<file path="config.mk">
export PLATFORM = sky130hd
export DESIGN_NAME = useq_tap_ctrl
export DESIGN_NICKNAME = d
export VERILOG_FILES = /design/src/rtl/useq_pkg.sv /design/src/rtl/useq_rom.sv /design/src/rtl/useq_condmux.sv /design/src/rtl/useq_seq.sv /design/src/rtl/useq_tap_ctrl.sv
export SDC_FILE = /design/constraint.sdc
export NUM_CORES = 1
export LEC_CHECK = 0
export BUFFER_PORTS_ARGS = -buffer_cell sky130_fd_sc_hd__clkbuf_2
export CORE_ASPECT_RATIO = 1.1
export CORE_MARGIN = 3
export CORE_UTILIZATION = 30
export CTS_CLUSTER_DIAMETER = 40
export DETAILED_ROUTE_END_ITERATION = 6
export SETUP_SLACK_MARGIN = 0.1
export SLEW_MARGIN = 30
export SYNTH_ARGS = -nofsm -noshare
export SYNTH_HDL_FRONTEND = slang
export SYNTH_SLANG_ARGS = --single-unit
</file>
<file path="constraint.sdc">
create_clock -name clk -period 7.3 [get_ports clk]
set_input_delay 0.73 -clock clk [delete_from_list [all_inputs] [get_ports clk]]
set_output_delay 0.73 -clock clk [all_outputs]
set_load 0.01 [all_outputs]
</file>
<file path="src/rtl/useq_pkg.sv">
package useq_pkg;

   // micro-operation codes; branches follow from UOP_BR0, two per condition
   localparam int UOP_CONT = 0;
   localparam int UOP_JUMP = 1;
   localparam int UOP_DISP = 2;
   localparam int UOP_BR0  = 3;

   // control field bit positions
   localparam int CB_TCK = 0;
   localparam int CB_TMS = 1;
   localparam int CB_RDY = 2;
   localparam int CB_DP0 = 3;

   // datapath strobe positions within dp_ctrl
   localparam int DP_LDCNT = 0;
   localparam int DP_DEC   = 1;
   localparam int DP_LDSER = 2;
   localparam int DP_SHIFT = 3;
   localparam int DP_CMP   = 4;
   localparam int NDP      = 5;
   localparam int CTLW     = CB_DP0 + NDP;

   // condition indices: 0 is the stream valid, then the datapath flags
   localparam int COND_VALID = 0;
   localparam int COND_ZERO  = 1;
   localparam int COND_ONE   = 2;

   // opcodes
   localparam int OP_STEP0 = 1;
   localparam int OP_STEP1 = 2;
   localparam int OP_TRST  = 3;
   localparam int OP_BURST = 4;
   localparam int OP_SHIFT = 5;
   localparam int OP_SHCMP = 6;

   function automatic int br_code(int cond, bit neg);
      return UOP_BR0 + 2 * cond + (neg ? 1 : 0);
   endfunction

   // packed layout: 2 shared, 2+2 steps, reset, 3 burst, 5+5 shift
   function automatic int s_step0();          return 2;                endfunction
   function automatic int s_step1();          return 4;                endfunction
   function automatic int s_trst();           return 6;                endfunction
   function automatic int s_burst(int rp);    return 6 + 2 * rp;       endfunction
   function automatic int s_shift(int rp);    return s_burst(rp) + 3;  endfunction
   function automatic int s_shcmp(int rp);    return s_shift(rp) + 5;  endfunction
   function automatic int ucode_words(int rp); return s_shcmp(rp) + 5; endfunction

endpackage

</file>
<file path="src/rtl/useq_rom.sv">
module useq_rom
   import useq_pkg::*;
#(
   parameter int AW         = 5,
   parameter int UOPW       = 4,
   parameter int OPW        = 3,
   parameter int RST_PULSES = 5,
   localparam int MWW       = AW + UOPW + CTLW
)(
   input  logic [AW-1:0]  upc,
   input  logic [OPW-1:0] op_q,
   output logic [MWW-1:0] uword,
   output logic [AW-1:0]  start_addr
);

   localparam int S_STEP0 = s_step0();
   localparam int S_STEP1 = s_step1();
   localparam int S_TRST  = s_trst();
   localparam int S_BURST = s_burst(RST_PULSES);
   localparam int S_SHIFT = s_shift(RST_PULSES);
   localparam int S_SHCMP = s_shcmp(RST_PULSES);
   localparam int NOPS    = 2 ** OPW;
   localparam int NWORDS  = 2 ** AW;

   localparam int TCKB = 1 << CB_TCK;
   localparam int TMSB = 1 << CB_TMS;
   localparam int RDYB = 1 << CB_RDY;
   localparam int LDB  = 1 << (CB_DP0 + DP_LDCNT);
   localparam int DECB = 1 << (CB_DP0 + DP_DEC);
   localparam int LSB_ = 1 << (CB_DP0 + DP_LDSER);
   localparam int SHB  = 1 << (CB_DP0 + DP_SHIFT);
   localparam int CMPB = 1 << (CB_DP0 + DP_CMP);

   function automatic logic [MWW-1:0] mk(int nxt, int uop, int ctl);
      logic [MWW-1:0] w;
      w = '0;
      w[MWW-1 -: AW]  = AW'(nxt);
      w[CTLW +: UOPW] = UOPW'(uop);
      w[0 +: CTLW]    = CTLW'(ctl);
      return w;
   endfunction

   function automatic logic [MWW-1:0] word_at(int a);
      int k, base, c;
      if (a == 0)            return mk(0, br_code(COND_VALID, 1'b1), RDYB);
      if (a == 1)            return mk(0, UOP_DISP, 0);
      if (a == S_STEP0)      return mk(0, UOP_CONT, 0);
      if (a == S_STEP0 + 1)  return mk(0, UOP_JUMP, TCKB);
      if (a == S_STEP1)      return mk(0, UOP_CONT, TMSB);
      if (a == S_STEP1 + 1)  return mk(0, UOP_JUMP, TMSB | TCKB);
      if (a >= S_TRST && a < S_BURST) begin
         k = a - S_TRST;
         if (k % 2 == 0)               return mk(0, UOP_CONT, TMSB);
         if (k == 2 * RST_PULSES - 1)  return mk(0, UOP_JUMP, TMSB | TCKB);
         return mk(0, UOP_CONT, TMSB | TCKB);
      end
      if (a == S_BURST)      return mk(0, UOP_CONT, LDB);
      if (a == S_BURST + 1)  return mk(0, br_code(COND_ZERO, 1'b0), 0);
      if (a == S_BURST + 2)  return mk(S_BURST + 1, UOP_JUMP, TCKB | DECB);
      if (a >= S_SHIFT && a < S_SHCMP + 5) begin
         base = (a < S_SHCMP) ? S_SHIFT : S_SHCMP;
         c    = (a < S_SHCMP) ? 0 : CMPB;
         k    = a - base;
         case (k)
            0:       return mk(0, UOP_CONT, LDB | LSB_);
            1:       return mk(base + 3, br_code(COND_ONE, 1'b0), 0);
            2:       return mk(base + 1, UOP_JUMP, TCKB | SHB | DECB | c);
            3:       return mk(0, UOP_CONT, TMSB);
            default: return mk(0, UOP_JUMP, TMSB | TCKB | SHB | c);
         endcase
      end
      return mk(0, UOP_JUMP, 0);
   endfunction

   function automatic int start_of(int op);
      case (op)
         OP_STEP0: return S_STEP0;
         OP_STEP1: return S_STEP1;
         OP_TRST:  return S_TRST;
         OP_BURST: return S_BURST;
         OP_SHIFT: return S_SHIFT;
         OP_SHCMP: return S_SHCMP;
         default:  return 0;
      endcase
   endfunction

   logic [MWW-1:0] rom [NWORDS];
   logic [AW-1:0]  tbl [NOPS];

   for (genvar a = 0; a < NWORDS; a++) begin : g_word
      assign rom[a] = word_at(a);
   end

   for (genvar o = 0; o < NOPS; o++) begin : g_tbl
      assign tbl[o] = AW'(start_of(o));
   end

   assign uword      = rom[upc];
   assign start_addr = tbl[op_q];

endmodule

</file>
<file path="src/rtl/useq_condmux.sv">
module useq_condmux
   import useq_pkg::*;
#(
   parameter int NCOND = 3,
   parameter int UOPW  = 4
)(
   input  logic [NCOND-1:0] cond,
   input  logic [UOPW-1:0]  uop,
   output logic             take
);

   localparam int NBR = 2 * NCOND;

   logic [NBR-1:0] hit;

   for (genvar k = 0; k < NCOND; k++) begin : g_cond
      assign hit[2*k]   = (uop == UOPW'(UOP_BR0 + 2*k))     &&  cond[k];
      assign hit[2*k+1] = (uop == UOPW'(UOP_BR0 + 2*k + 1)) && !cond[k];
   end

   assign take = |hit;

endmodule

</file>
<file path="src/rtl/useq_seq.sv">
module useq_seq
   import useq_pkg::*;
#(
   parameter int AW   = 5,
   parameter int UOPW = 4,
   parameter int OPW  = 3
)(
   input  logic           clk,
   input  logic           rst_n,
   input  logic [UOPW-1:0] uop,
   input  logic [AW-1:0]  nxt,
   input  logic [AW-1:0]  start_addr,
   input  logic           take,
   input  logic           accept,
   input  logic [OPW-1:0] cmd_data,
   output logic [AW-1:0]  upc,
   output logic [OPW-1:0] op_q
);

   logic [AW-1:0] upc_d;

   always_comb begin
      if (uop == UOPW'(UOP_JUMP))
         upc_d = nxt;
      else if (uop == UOPW'(UOP_DISP))
         upc_d = start_addr;
      else if (take)
         upc_d = nxt;
      else
         upc_d = upc + AW'(1);
   end

   always_ff @(posedge clk or negedge rst_n) begin
      if (!rst_n) begin
         upc  <= '0;
         op_q <= '0;
      end else begin
         upc <= upc_d;
         if (accept)
            op_q <= cmd_data;
      end
   end

endmodule

</file>
<file path="src/rtl/useq_tap_ctrl.sv">
module useq_tap_ctrl
   import useq_pkg::*;
#(
   parameter int OPW        = 3,
   parameter int NFLAG      = 2,
   parameter int RST_PULSES = 5
)(
   input  logic             clk,
   input  logic             rst_n,
   input  logic [OPW-1:0]   cmd_data,
   input  logic             cmd_valid,
   output logic             cmd_ready,
   input  logic [NFLAG-1:0] flags,
   output logic [NDP-1:0]   dp_ctrl,
   output logic             tms,
   output logic             tck
);

   localparam int NCOND = NFLAG + 1;
   localparam int DEPTH = ucode_words(RST_PULSES);
   localparam int AW    = $clog2(DEPTH);
   localparam int UOPW  = $clog2(UOP_BR0 + 2 * NCOND);
   localparam int MWW   = AW + UOPW + CTLW;

   if (OPW < 3) begin : g_bad_opw
      $error("OPW must be at least 3 to encode all commands");
   end
   if (NFLAG < 2) begin : g_bad_flag
      $error("NFLAG must be at least 2 (zero and one flags)");
   end
   if (RST_PULSES < 1) begin : g_bad_rst
      $error("RST_PULSES must be at least 1");
   end

   logic [AW-1:0]   upc;
   logic [OPW-1:0]  op_q;
   logic [MWW-1:0]  uword;
   logic [AW-1:0]   start_addr;
   logic [AW-1:0]   nxt;
   logic [UOPW-1:0] uop;
   logic [CTLW-1:0] ctl;
   logic [NCOND-1:0] cond;
   logic            take;
   logic            accept;

   useq_rom #(
      .AW(AW), .UOPW(UOPW), .OPW(OPW), .RST_PULSES(RST_PULSES)
   ) u_rom (
      .upc(upc), .op_q(op_q), .uword(uword), .start_addr(start_addr)
   );

   assign nxt  = uword[MWW-1 -: AW];
   assign uop  = uword[CTLW +: UOPW];
   assign ctl  = uword[CTLW-1:0];
   assign cond = {flags, cmd_valid};

   useq_condmux #(
      .NCOND(NCOND), .UOPW(UOPW)
   ) u_cond (
      .cond(cond), .uop(uop), .take(take)
   );

   assign accept = ctl[CB_RDY] & cmd_valid;

   useq_seq #(
      .AW(AW), .UOPW(UOPW), .OPW(OPW)
   ) u_seq (
      .clk(clk), .rst_n(rst_n), .uop(uop), .nxt(nxt),
      .start_addr(start_addr), .take(take), .accept(accept),
      .cmd_data(cmd_data), .upc(upc), .op_q(op_q)
   );

   assign cmd_ready = ctl[CB_RDY];
   assign tck       = ctl[CB_TCK];
   assign tms       = ctl[CB_TMS];
   assign dp_ctrl   = ctl[CB_DP0 +: NDP];

endmodule

</file>
# Word-level counts from Yosys, hierarchy flattened
# Memory sizes are Yosys's and may differ from the RTL's.
# Index checks and enable logic that the tools add are counted.
dict set report word_totals {
  regBits 8
  mem_bits_ro 584
  inputBits 8
  out_inout_bits 8
  wordCells 35
  mem_count 2
}
dict set report op_classes {
  addsub 1
  magnitude_cmp 2
  n_eq_ne 8
  n_mux 7
  bitwise 3
  n_reduce_logical 10
}
# name depth width rd rd_ports_with_merged_regs write_ports line_no
set mem_list {}
lappend mem_list {{(no name shown)} 32 17 1 0 0 useq_rom.sv:98} ;# assign uword = rom[upc];
lappend mem_list {{(no name shown)} 8 5 1 0 0 useq_rom.sv:99} ;# assign start_addr = tbl[op_q];
# op count
set ops {}
lappend ops {{$mux W17} 2}
lappend ops {{$mux W5} 5}
lappend ops {{$eq A4 B3 Y1 const B} 4}
lappend ops {{$eq A4 B2 Y1 const B} 2}
lappend ops {{$ge A6 B6 Y1 const B} 1}
lappend ops {{$logic_and A1 B1 Y1} 6}
lappend ops {{$not A5 Y6} 1}
lappend ops {{$reduce_or A6 Y1} 1}
lappend ops {{$add A5 B1 Y5 const B} 1}
lappend ops {{$eq A4 B1 Y1 const B} 1}
lappend ops {{$eq A4 B4 Y1 const B} 1}
lappend ops {{$ge A4 B4 Y1 const B} 1}
lappend ops {{$not A3 Y4} 1}
lappend ops {{$logic_not A1 Y1} 3}
lappend ops {{$and A1 B1 Y1} 1}

# Longest topological paths before layout
# Gate-level depths: netlist (run 1).
dict set report logic_depth {
  word_depth 10
  ltp_mapped 8
  depth_no_buf 8
}

# Modules after synthesis
# From an unflattened synthesis (run 1), not the netlist that was laid out.
dict set report unflattened {
  cells_unflattened 121
  area_unflattened_um2 1009.7
}
# mod instances cells_per_inst area_each_um2 seq_area_each_um2
set by_module_without_submodules {}
lappend by_module_without_submodules {useq_rom 1 69 489.2 0.0}
lappend by_module_without_submodules {useq_seq 1 42 445.4 200.2}
lappend by_module_without_submodules {useq_condmux 1 9 68.8 0.0}
lappend by_module_without_submodules {useq_tap_ctrl 1 1 6.3 0.0}

# Worst setup path after synthesis (run 1)
# No wires, ideal clock.
dict set report synth_path {
  kind {reg-to-reg}
  from {reg u_seq.upc[0]}
  to {reg u_seq.upc[1]}
  setup_time_ns 0.126
  arrival_time_ns 2.381
  t_required_ns 7.174
  path_slack_ns 4.793
  stages_incl_launch_ff 9
  path_buffers 0
  synth_period_minus_slack_ns 2.507
  cell_sequence {dfrtp_1 -> inv_1 -> ha_1 -> and4b_1 -> or3_4 -> mux2i_1 -> a211o_4 -> and2_4 -> a311o_1}
}
dict set report synth_via {
  elab_chain_len 10
  elab_cells_between_ends 23
  cone_classes {add/sub: 1; eq/ne: 8; mux: 5; bitwise: 1; reduce/logical: 7; memory: 1}
}
# item line_no
set synth_lines {}
lappend synth_lines {{from (decl)} useq_seq.sv:16} ;# output logic [AW-1:0] upc,
lappend synth_lines {{from (signal assigned)} useq_seq.sv:38} ;# upc <= upc_d;
lappend synth_lines {{$not A5 Y6 (implied by the code)} useq_rom.sv:98}
lappend synth_lines {{$mem_v2 Z32 W17} n/a}
lappend synth_lines {{$mux W17 (implied by the code) (2 in a row)} useq_rom.sv:98}
lappend synth_lines {{$eq A4 B2 Y1 (tied with other cells)} useq_condmux.sv:17} ;# assign hit[2*k] = (uop == UOPW'(UOP_BR0 + 2*k)) && cond[k];
lappend synth_lines {{$logic_and A1 B1 Y1 (on tied branches)} {useq_condmux.sv:17, useq_condmux.sv:18}}
lappend synth_lines {{$reduce_or A6 Y1} useq_condmux.sv:21} ;# assign take = |hit;
lappend synth_lines {{$mux W5} useq_seq.sv:27} ;# else if (take)
lappend synth_lines {{$mux W5} useq_seq.sv:25} ;# else if (uop == UOPW'(UOP_DISP))
lappend synth_lines {{$mux W5 *} useq_seq.sv:23} ;# if (uop == UOPW'(UOP_JUMP))
lappend synth_lines {{via u_seq.upc_d[1]} useq_seq.sv:20} ;# logic [AW-1:0] upc_d;
# Mark *: on every way through the listed nets, which the timed path passes. The rest lies on a longest branch. The select of a mux whose other input is x is not followed.
# A chain may end at the register's enable or synchronous reset.

# Worst setup path after layout (run 1)
# Same ends and word-level chain as after synthesis.

==> results of run 1 <==
-- worst max-delay path, stage by stage (launching register included) --
cell and delay, ns:
sky130_fd_sc_hd__dfrtp_1 0.46, sky130_fd_sc_hd__inv_1 0.14, sky130_fd_sc_hd__ha_1 0.30, sky130_fd_sc_hd__and4b_1 0.24, sky130_fd_sc_hd__or3_4 0.40, sky130_fd_sc_hd__mux2i_1 0.14
sky130_fd_sc_hd__a211o_4 0.37, sky130_fd_sc_hd__and2_4 0.18, sky130_fd_sc_hd__a311o_1 0.33
-- worst max path at each step --
stage                 startpoint      endpoint  slack, ns  cells past startpoint
finish              u_seq.upc[0]  u_seq.upc[1]       4.63                      8
global route        u_seq.upc[0]    dp_ctrl[3]       4.45                      8
CTS                 u_seq.upc[0]  u_seq.upc[1]       4.63                      8
detailed placement  u_seq.upc[0]  u_seq.upc[1]       4.64                      8
global placement    u_seq.upc[0]  u_seq.upc[1]       4.71                      8
floorplan           u_seq.upc[0]  u_seq.upc[1]       4.79                      8
-- stage by stage --
step,area [sq um],power (W)
2_1_floorplan,983,0.000415
3_3_place_gp,1060,0.000484
3_5_place_dp,1060,0.000489
4_1_cts,1080,0.000525
5_1_grt,1080,0.000572
6_report,1080,0.000521
-- power by group --
part	internal, W	total (W)	switching (W)
logic	0.000182	0.000364	0.000182
registers	0.0000670	0.000125	0.0000581
clock network	0.0000187	0.0000328	0.0000140
-- kinds of logic after synthesis --
logic type	count (synthesis)	synth area share
buffers and inverters	11	0.0585
adder cells (fa/ha/maj)	7	0.0891
XOR/XNOR	3	0.0267
AO/OA/AOI/OAI	31	0.216
flip-flops	8	0.204
multiplexers	7	0.0763
AND/OR/NAND/NOR	48	0.330
-- cell type report --
cell class,count,area (sq um),area share
Multi-Input combinational cell,96,726,0.669
Sequential cell,8,200,0.185
Timing Repair Buffer,15,75.1,0.0692
Tap cell,34,42.5,0.0392
Clock buffer,3,22.5,0.0208
Inverter,5,18.8,0.0173
-- state kept, by name (all words and copies together), names as in the netlist --
signal	cells
u_seq.op_q	3
u_seq.upc	5
-- metal layers --
| metal | vias up | share of wire | GRT usage |
|---|---|---|---|
| met1 | 423 | 0.46 | 0.160 |
| met2 | 14 | 0.50 | 0.193 |
| met5 | - | 0 | 0 |
| met4 | 0 | 0.0087 | 0.0163 |
| li1 | 446 | - | - |
| met3 | 2 | 0.028 | 0.0137 |
-- cell usage in the layout, fill, tap and decap left out, types with 2 or more instances in the layout --
cell                       Yosys  routed
sky130_fd_sc_hd__mux2i_1       3       3
sky130_fd_sc_hd__and3_1        2       2
sky130_fd_sc_hd__clkbuf_2      0      15
sky130_fd_sc_hd__nand2_1      14      14
sky130_fd_sc_hd__and4b_1       2       2
sky130_fd_sc_hd__nand3_1       4       4
sky130_fd_sc_hd__clkbuf_4      0       3
sky130_fd_sc_hd__nand2b_1      6       6
sky130_fd_sc_hd__o21ai_0       2       2
sky130_fd_sc_hd__dfrtp_1       8       8
sky130_fd_sc_hd__nor2_1        2       2
sky130_fd_sc_hd__o21ai_1       2       2
sky130_fd_sc_hd__a31oi_1       3       3
sky130_fd_sc_hd__mux2_2        4       4
sky130_fd_sc_hd__inv_1         5       5
sky130_fd_sc_hd__a21oi_1      13      13
sky130_fd_sc_hd__ha_1          7       7
sky130_fd_sc_hd__nand4b_1      2       2
sky130_fd_sc_hd__xnor2_1       2       2
==> metrics.sh, run 1 <==
YS_SEQ_ELEMENTS=8
FLOORPLAN.DIE.WIDTH_UM=60.6
SYNTH_NETS=130
VIAS_IN_THE_FIRST_GLOBAL_ROUTE=808
POST_SYNTHESIS_SEQUENTIAL_AREA_RATIO=0.204
SYNTH_COMMONEST_CELLS='sky130_fd_sc_hd__nand2_1 (14), sky130_fd_sc_hd__a21oi_1 (13), sky130_fd_sc_hd__dfrtp_1 (8), sky130_fd_sc_hd__ha_1 (7), sky130_fd_sc_hd__nand2b_1 (6)'
SETUP-TNS-FINAL_NS=0
GLOBALROUTETOTALUTIL=0.115
WORST_R2R_ENDPOINT='u_seq.upc[1]'
FLOORPLAN.INITIALDENSITY=0.317
CTS_SINKS=8
VIAS_PER_CELL=5.50
HOLD_PATH.CLASS='in2async'
R2R.WORST_PATH.CELLS=8
POST_CTS.REPAIR.SETUP_BUFFERS=0
VIAS=885
CHIP_HEIGHT_UM=66.1
WIRE_LENGTH_OF_THE_FIRST_GLOBAL_ROUTING_PASS_UM=3700
CORE_SQ_UM=3100
FILLERINSTANCES=336
ROUTED_WIRELENGTH_UM=2180
ROUTED_WIRE_LENGTH_PER_INSTANCE_UM=13.5
CLOCK-ROOT-BUFFER='sky130_fd_sc_hd__clkbuf_4'
TIMING.REG2REG.SETUP_SLACK_NS=4.63
POSTLAYOUTSETUPSLACKWORST_NS=4.63
MAXCLOCKFREQUENCY_MHz=374
TRITONCTS='done'
POST-ROUTE-PERIOD-UTIL=0.366
SMALLEST_HOLD_SLACK_NS=0.315
CTS-ROOT-TO-SINK-BUFFERS=2
FIN_WORST_SKEW_NS=0.00328
DETAILED_ROUTE_ITER0_VIOLATIONS=13
NUM_ROWS=21
ANTENNA_FOUND_INITIAL=0
DETAIL-ROUTE-ANTENNA-NETS=0
ANTENNA_DIODE_COUNT=0
CLK_PIN_SLEW_WORST_PATHS_NS=0.05
DRV_SLEW=0
NUMPLACEDINSTANCES=158
CELLPOWERDENSITY_nW_PER_UM2=481
PER_INSTANCE_AVERAGE_AREA_AFTER_SYNTHESIS_SQ_UM=8.55
POST_SYNTH_EDFFS=0
DETAIL_ROUTE.DRC_VIOLATIONS=0
AREAGROWTHSYNTHTOFINISH_PCT=10.3
YOSYSWARNINGS=0
SETUP.WORST_PATH.END_CLASS='flip-flop'
SYNTH.TOP_CELL.AREA_SHARE=0.204
GRT_START_MAX_NET_PINS=24
GRT.OVERFLOW.TOTAL=0
TRITONCTS.NUM_BUFFERS=3
SETUP_VIOL=0
STARTPOINT_TYPE='flip-flop'
SYN-CELL-AREA_SQ_UM=983
CTS_HOLD_BUF=0
FINAL_NON_FILLER_CELL_TOTAL=161
CRITICAL_PATH_ARRIVAL_NS=2.81
NET_TOTAL_IN_THE_FINAL_LAYOUT=144
MAX-VDD-IR-DROP_V=0.000220
INSERTION_DELAY_NS=0.25
HPWLAFTERDP_UM=1740
R2R_START='u_seq.upc[0]'
RSZ0062_AT_GRT='false'
DRIVE_ABOVE_1_SHARE=0.252
TOTAL_LEAKAGE_POWER_nW=0.474
SYNTH_MOST_COMMON_CELL='sky130_fd_sc_hd__nand2_1'
FINALCRITICALPERIOD_NS=2.67
TIMING.SETUP.CRITICAL_PATH_CLASS='reg2reg'
POST_SYNTH_NUM_CELL_TYPES=49
GP_ROUTABILITY_CONGESTION=0.781
FINALHOLDVIOLATIONS=0
PLACEMENT.IO_BUFFERS=15
CTS_RESIZED=0
SYN_INST=115
NETLIST.TOP_CELL.BY_AREA='sky130_fd_sc_hd__dfrtp_1'
SYNTH-ASYNC-RESET-RATIO=1.00
DRT_PASS_1_ITERS=4
FINAL_CORE_UTILIZATION=0.350
FLOORPLAN.IO_PINS=16
CRIT_REQUIRED_NS=7.43
MAX_SLEW_MARGIN=0.514
YOSYS_MOST_USED_DFF='sky130_fd_sc_hd__dfrtp_1'
WORSTPATHMAXFANOUT=8
TIGHTESTPINTRANSITION_NS=0.729
SYNTHTOPCELLSBYAREA='sky130_fd_sc_hd__dfrtp_1 (20%), sky130_fd_sc_hd__ha_1 (8.9%), sky130_fd_sc_hd__a21oi_1 (6.6%)'
MAX-CAP-VIOLATIONS=0
DP_SLACK_NS=4.64
DIE_AR_SQ_UM=4000
H-TREE-DEPTH=1
OUTCOME='complete, no violations'
Note: power is estimated with default switching activity, not from simulation.
==> run 2, diff against run 1 <==
Clock period 7.3 ns to 2.1 ns, I/O delays scaled along.
==> run 2 against run 1 <==
Against the previous run:
- the run now ends with negative setup slack left
- final area grew 27%
- register-to-register slack lost 4.7 ns
- via count grew 14%
- global-route usage grew 2.6 points
- largest cell class unchanged
- sequential power grew to 2.8 times the previous value
- critical path depth is the same
- worst hold slack lost 0.14 ns
- maximum frequency grew 20%
- non-clock buffer count grew 25
- combinational power grew to 5.2 times the previous value
- sequential share of layout area shrank 3.8 points
==> metrics.sh, run 2 (synthesis results as in run 1) <==
MAXCLOCKFREQUENCY_MHz=450
SETUP_VIOL=4
CORE_SQ_UM=3100
CELLPOWERDENSITY_nW_PER_UM2=1730
VIAS_IN_THE_FIRST_GLOBAL_ROUTE=1000
CPMAXSTAGEDELAYCELL='sky130_fd_sc_hd__dfrtp_2'
TRITONCTS='done'
ROUTED_WIRELENGTH_UM=2670
TIMING.SETUP.CRITICAL_PATH_CLASS='reg2reg'
DETAIL-ROUTE-ANTENNA-NETS=0
FINALCRITICALPERIOD_NS=2.22
ANTENNA_DIODE_COUNT=0
TOTAL_LEAKAGE_POWER_nW=0.609
HOLD_PATH.CLASS='in2reg'
CHIP_HEIGHT_UM=66.1
STARTPOINT_TYPE='flip-flop'
CRITICAL_PATH.CELL_CHAIN='inv_2, ha_4, and4b_1, or3_4, mux2i_1, a211o_4, and2_4, a211o_1'
OUTCOME='finished, violations left'
DRV_SLEW=0
MAX_FLOP_REGISTER='u_seq.upc'
GLOBALROUTETOTALUTIL=0.141
LARGEST_REGISTERS='u_seq.upc (5), u_seq.op_q (3)'
WORSTPATHMAXFANOUT=6
POWER.TOTAL_W=0.00239
FINAL_COMMON_CELL='sky130_fd_sc_hd__buf_4'
DRT_PASS_1_ITERS=4
MAX_SLEW_MARGIN=0.810
CLOCK-ROOT-BUFFER='sky130_fd_sc_hd__clkbuf_4'
DETAILED_ROUTE_ITER0_VIOLATIONS=27
GRT.OVERFLOW.TOTAL=0
TIGHTESTPINTRANSITION_NS=0.285
CP_NUM_BUF_INV=1
GRT_START_MAX_NET_PINS=17
NET_TOTAL_IN_THE_FINAL_LAYOUT=169
NUM_ROWS=21
GR-USAGE-MET1=0.172
DIE_AR_SQ_UM=4000
AREAGROWTHSYNTHTOFINISH_PCT=39.9
FINALHOLDVIOLATIONS=0
DP_SLACK_NS=-0.120
FIN_WORST_SKEW_NS=0.00870
GP_ROUTABILITY_CONGESTION=0.861
CTS_SINKS=8
ANTENNA_FOUND_INITIAL=0
FINAL_CELL_MIX='sky130_fd_sc_hd__buf_4 (24), sky130_fd_sc_hd__clkbuf_2 (14), sky130_fd_sc_hd__nand2_1 (13)'
PLACEMENT.IO_BUFFERS=15
CTS-ROOT-TO-SINK-BUFFERS=2
CRIT_PATH_MAX_INCR_DELAY_NS=0.42
POST-ROUTE-PERIOD-UTIL=1.06
DRIVE_ABOVE_1_SHARE=0.438
LARGEST_REGISTER_FFS=5
TRITONCTS.NUM_BUFFERS=3
HPWLAFTERDP_UM=2150
WIRE_LENGTH_OF_THE_FIRST_GLOBAL_ROUTING_PASS_UM=4420
VIAS=1013
CRITICAL_PATH_ARRIVAL_NS=2.36
FLOORPLAN.IO_PINS=16
FLOORPLAN.DIE.WIDTH_UM=60.6
MAX-VDD-IR-DROP_V=0.000705
GR-MAX-USAGE-LAYER='met2'
CRIT_REQUIRED_NS=2.24
ROUTED_WIRE_LENGTH_PER_INSTANCE_UM=14.3
CLK_PIN_SLEW_WORST_PATHS_NS=0.06
GLOBAL_ROUTE_MET2_USAGE=0.247
INSERTION_DELAY_NS=0.26
CRITPATHTOPFAMILY='simple AND/OR/NAND/NOR gates'
H-TREE-DEPTH=1
MAX-CAP-VIOLATIONS=0
DETAIL_ROUTE.DRC_VIOLATIONS=0
FLOORPLAN.INITIALDENSITY=0.317
RSZ0062_AT_GRT='true'
SETUP.WORST_PATH.END_CLASS='flip-flop'
POSTLAYOUTSETUPSLACKWORST_NS=-0.122
FAILED_CHECKS='negative setup slack'
GR-USAGE-MET3=0.0156
VIAS_PER_CELL=5.42
==> run 2: cell types whose count changed in the layout (fill, tap and decap cells not counted), moves of 2 or more <==
cell	delta
sky130_fd_sc_hd__buf_4	+24
sky130_fd_sc_hd__ha_1	-3
sky130_fd_sc_hd__ha_4	+3
sky130_fd_sc_hd__inv_1	-2
sky130_fd_sc_hd__inv_2	+2
sky130_fd_sc_hd__nor3_4	+2
sky130_fd_sc_hd__o21ai_0	-2
sky130_fd_sc_hd__o21ai_1	+2
==> run 2: per-stage QoR <==
step / TNS [ns] / instance area (sq um) / hold WS (ns) / util / cells
floorplan: -0.306 / 1000 / -0.0856 / - / 115
global placement: -0.139 / 1250 / 0.0675 / 0.404 / 181
detailed placement: -0.366 / 1250 / 0.0727 / 0.404 / 181
CTS: -0.406 / 1310 / 0.175 / 0.423 / 186
global route: -0.696 / 1380 / 0.175 / 0.444 / 187
finish: -0.398 / 1380 / 0.179 / 0.444 / 187
==> run 2: report_power, final <==
| group | switching, W | internal, W |
|---|---|---|
| Clock | 0.0000571 | 0.0000730 |
| Combinational | 0.000917 | 0.000992 |
| Sequential | 0.000111 | 0.000237 |
| Total | 0.00108 | 0.00130 |
==> run 2: what timing repair did <==
item,4_1_cts,5_1_grt
pin swaps,0,6
resized for setup,3,13
setup endpoints to repair,5,7
endpoints found under the hold margin,8,0
hold buffers,1,0
setup buffers,0,1
==> run 2: routing by layer <==
layer / vias to the layer above / share of wire / wire, um
li1: 501 / - / -
met1: 482 / 0.42 / 1120
met3: 6 / 0.030 / 80
met4: 0 / 0.023 / 61
met5: - / 0 / 0
met2: 24 / 0.53 / 1410
==> run 2: final cells by class <==
type,count,area (sq um)
Clock buffer,4,26.3
Fill cell,311,1720
Sequential cell,8,201
Multi-Input combinational cell,96,822
Tap cell,34,42.5
Timing Repair Buffer,40,265
Inverter,5,18.8
==> run 2: final timing paths <==
check                      depth (start not counted)            end  slack [ns]           from
min                                                2  u_seq.op_q[0]        0.18    cmd_data[0]
min in group asynchronous                          2  u_seq.op_q[1]        0.33          rst_n
max in group asynchronous                          2   u_seq.upc[0]        1.57          rst_n
max                                                8   u_seq.upc[3]       -0.12   u_seq.upc[0]
max reg2reg                                        8   u_seq.upc[3]       -0.12   u_seq.upc[0]
min reg2reg                                        1  u_seq.op_q[0]        0.59  u_seq.op_q[0]
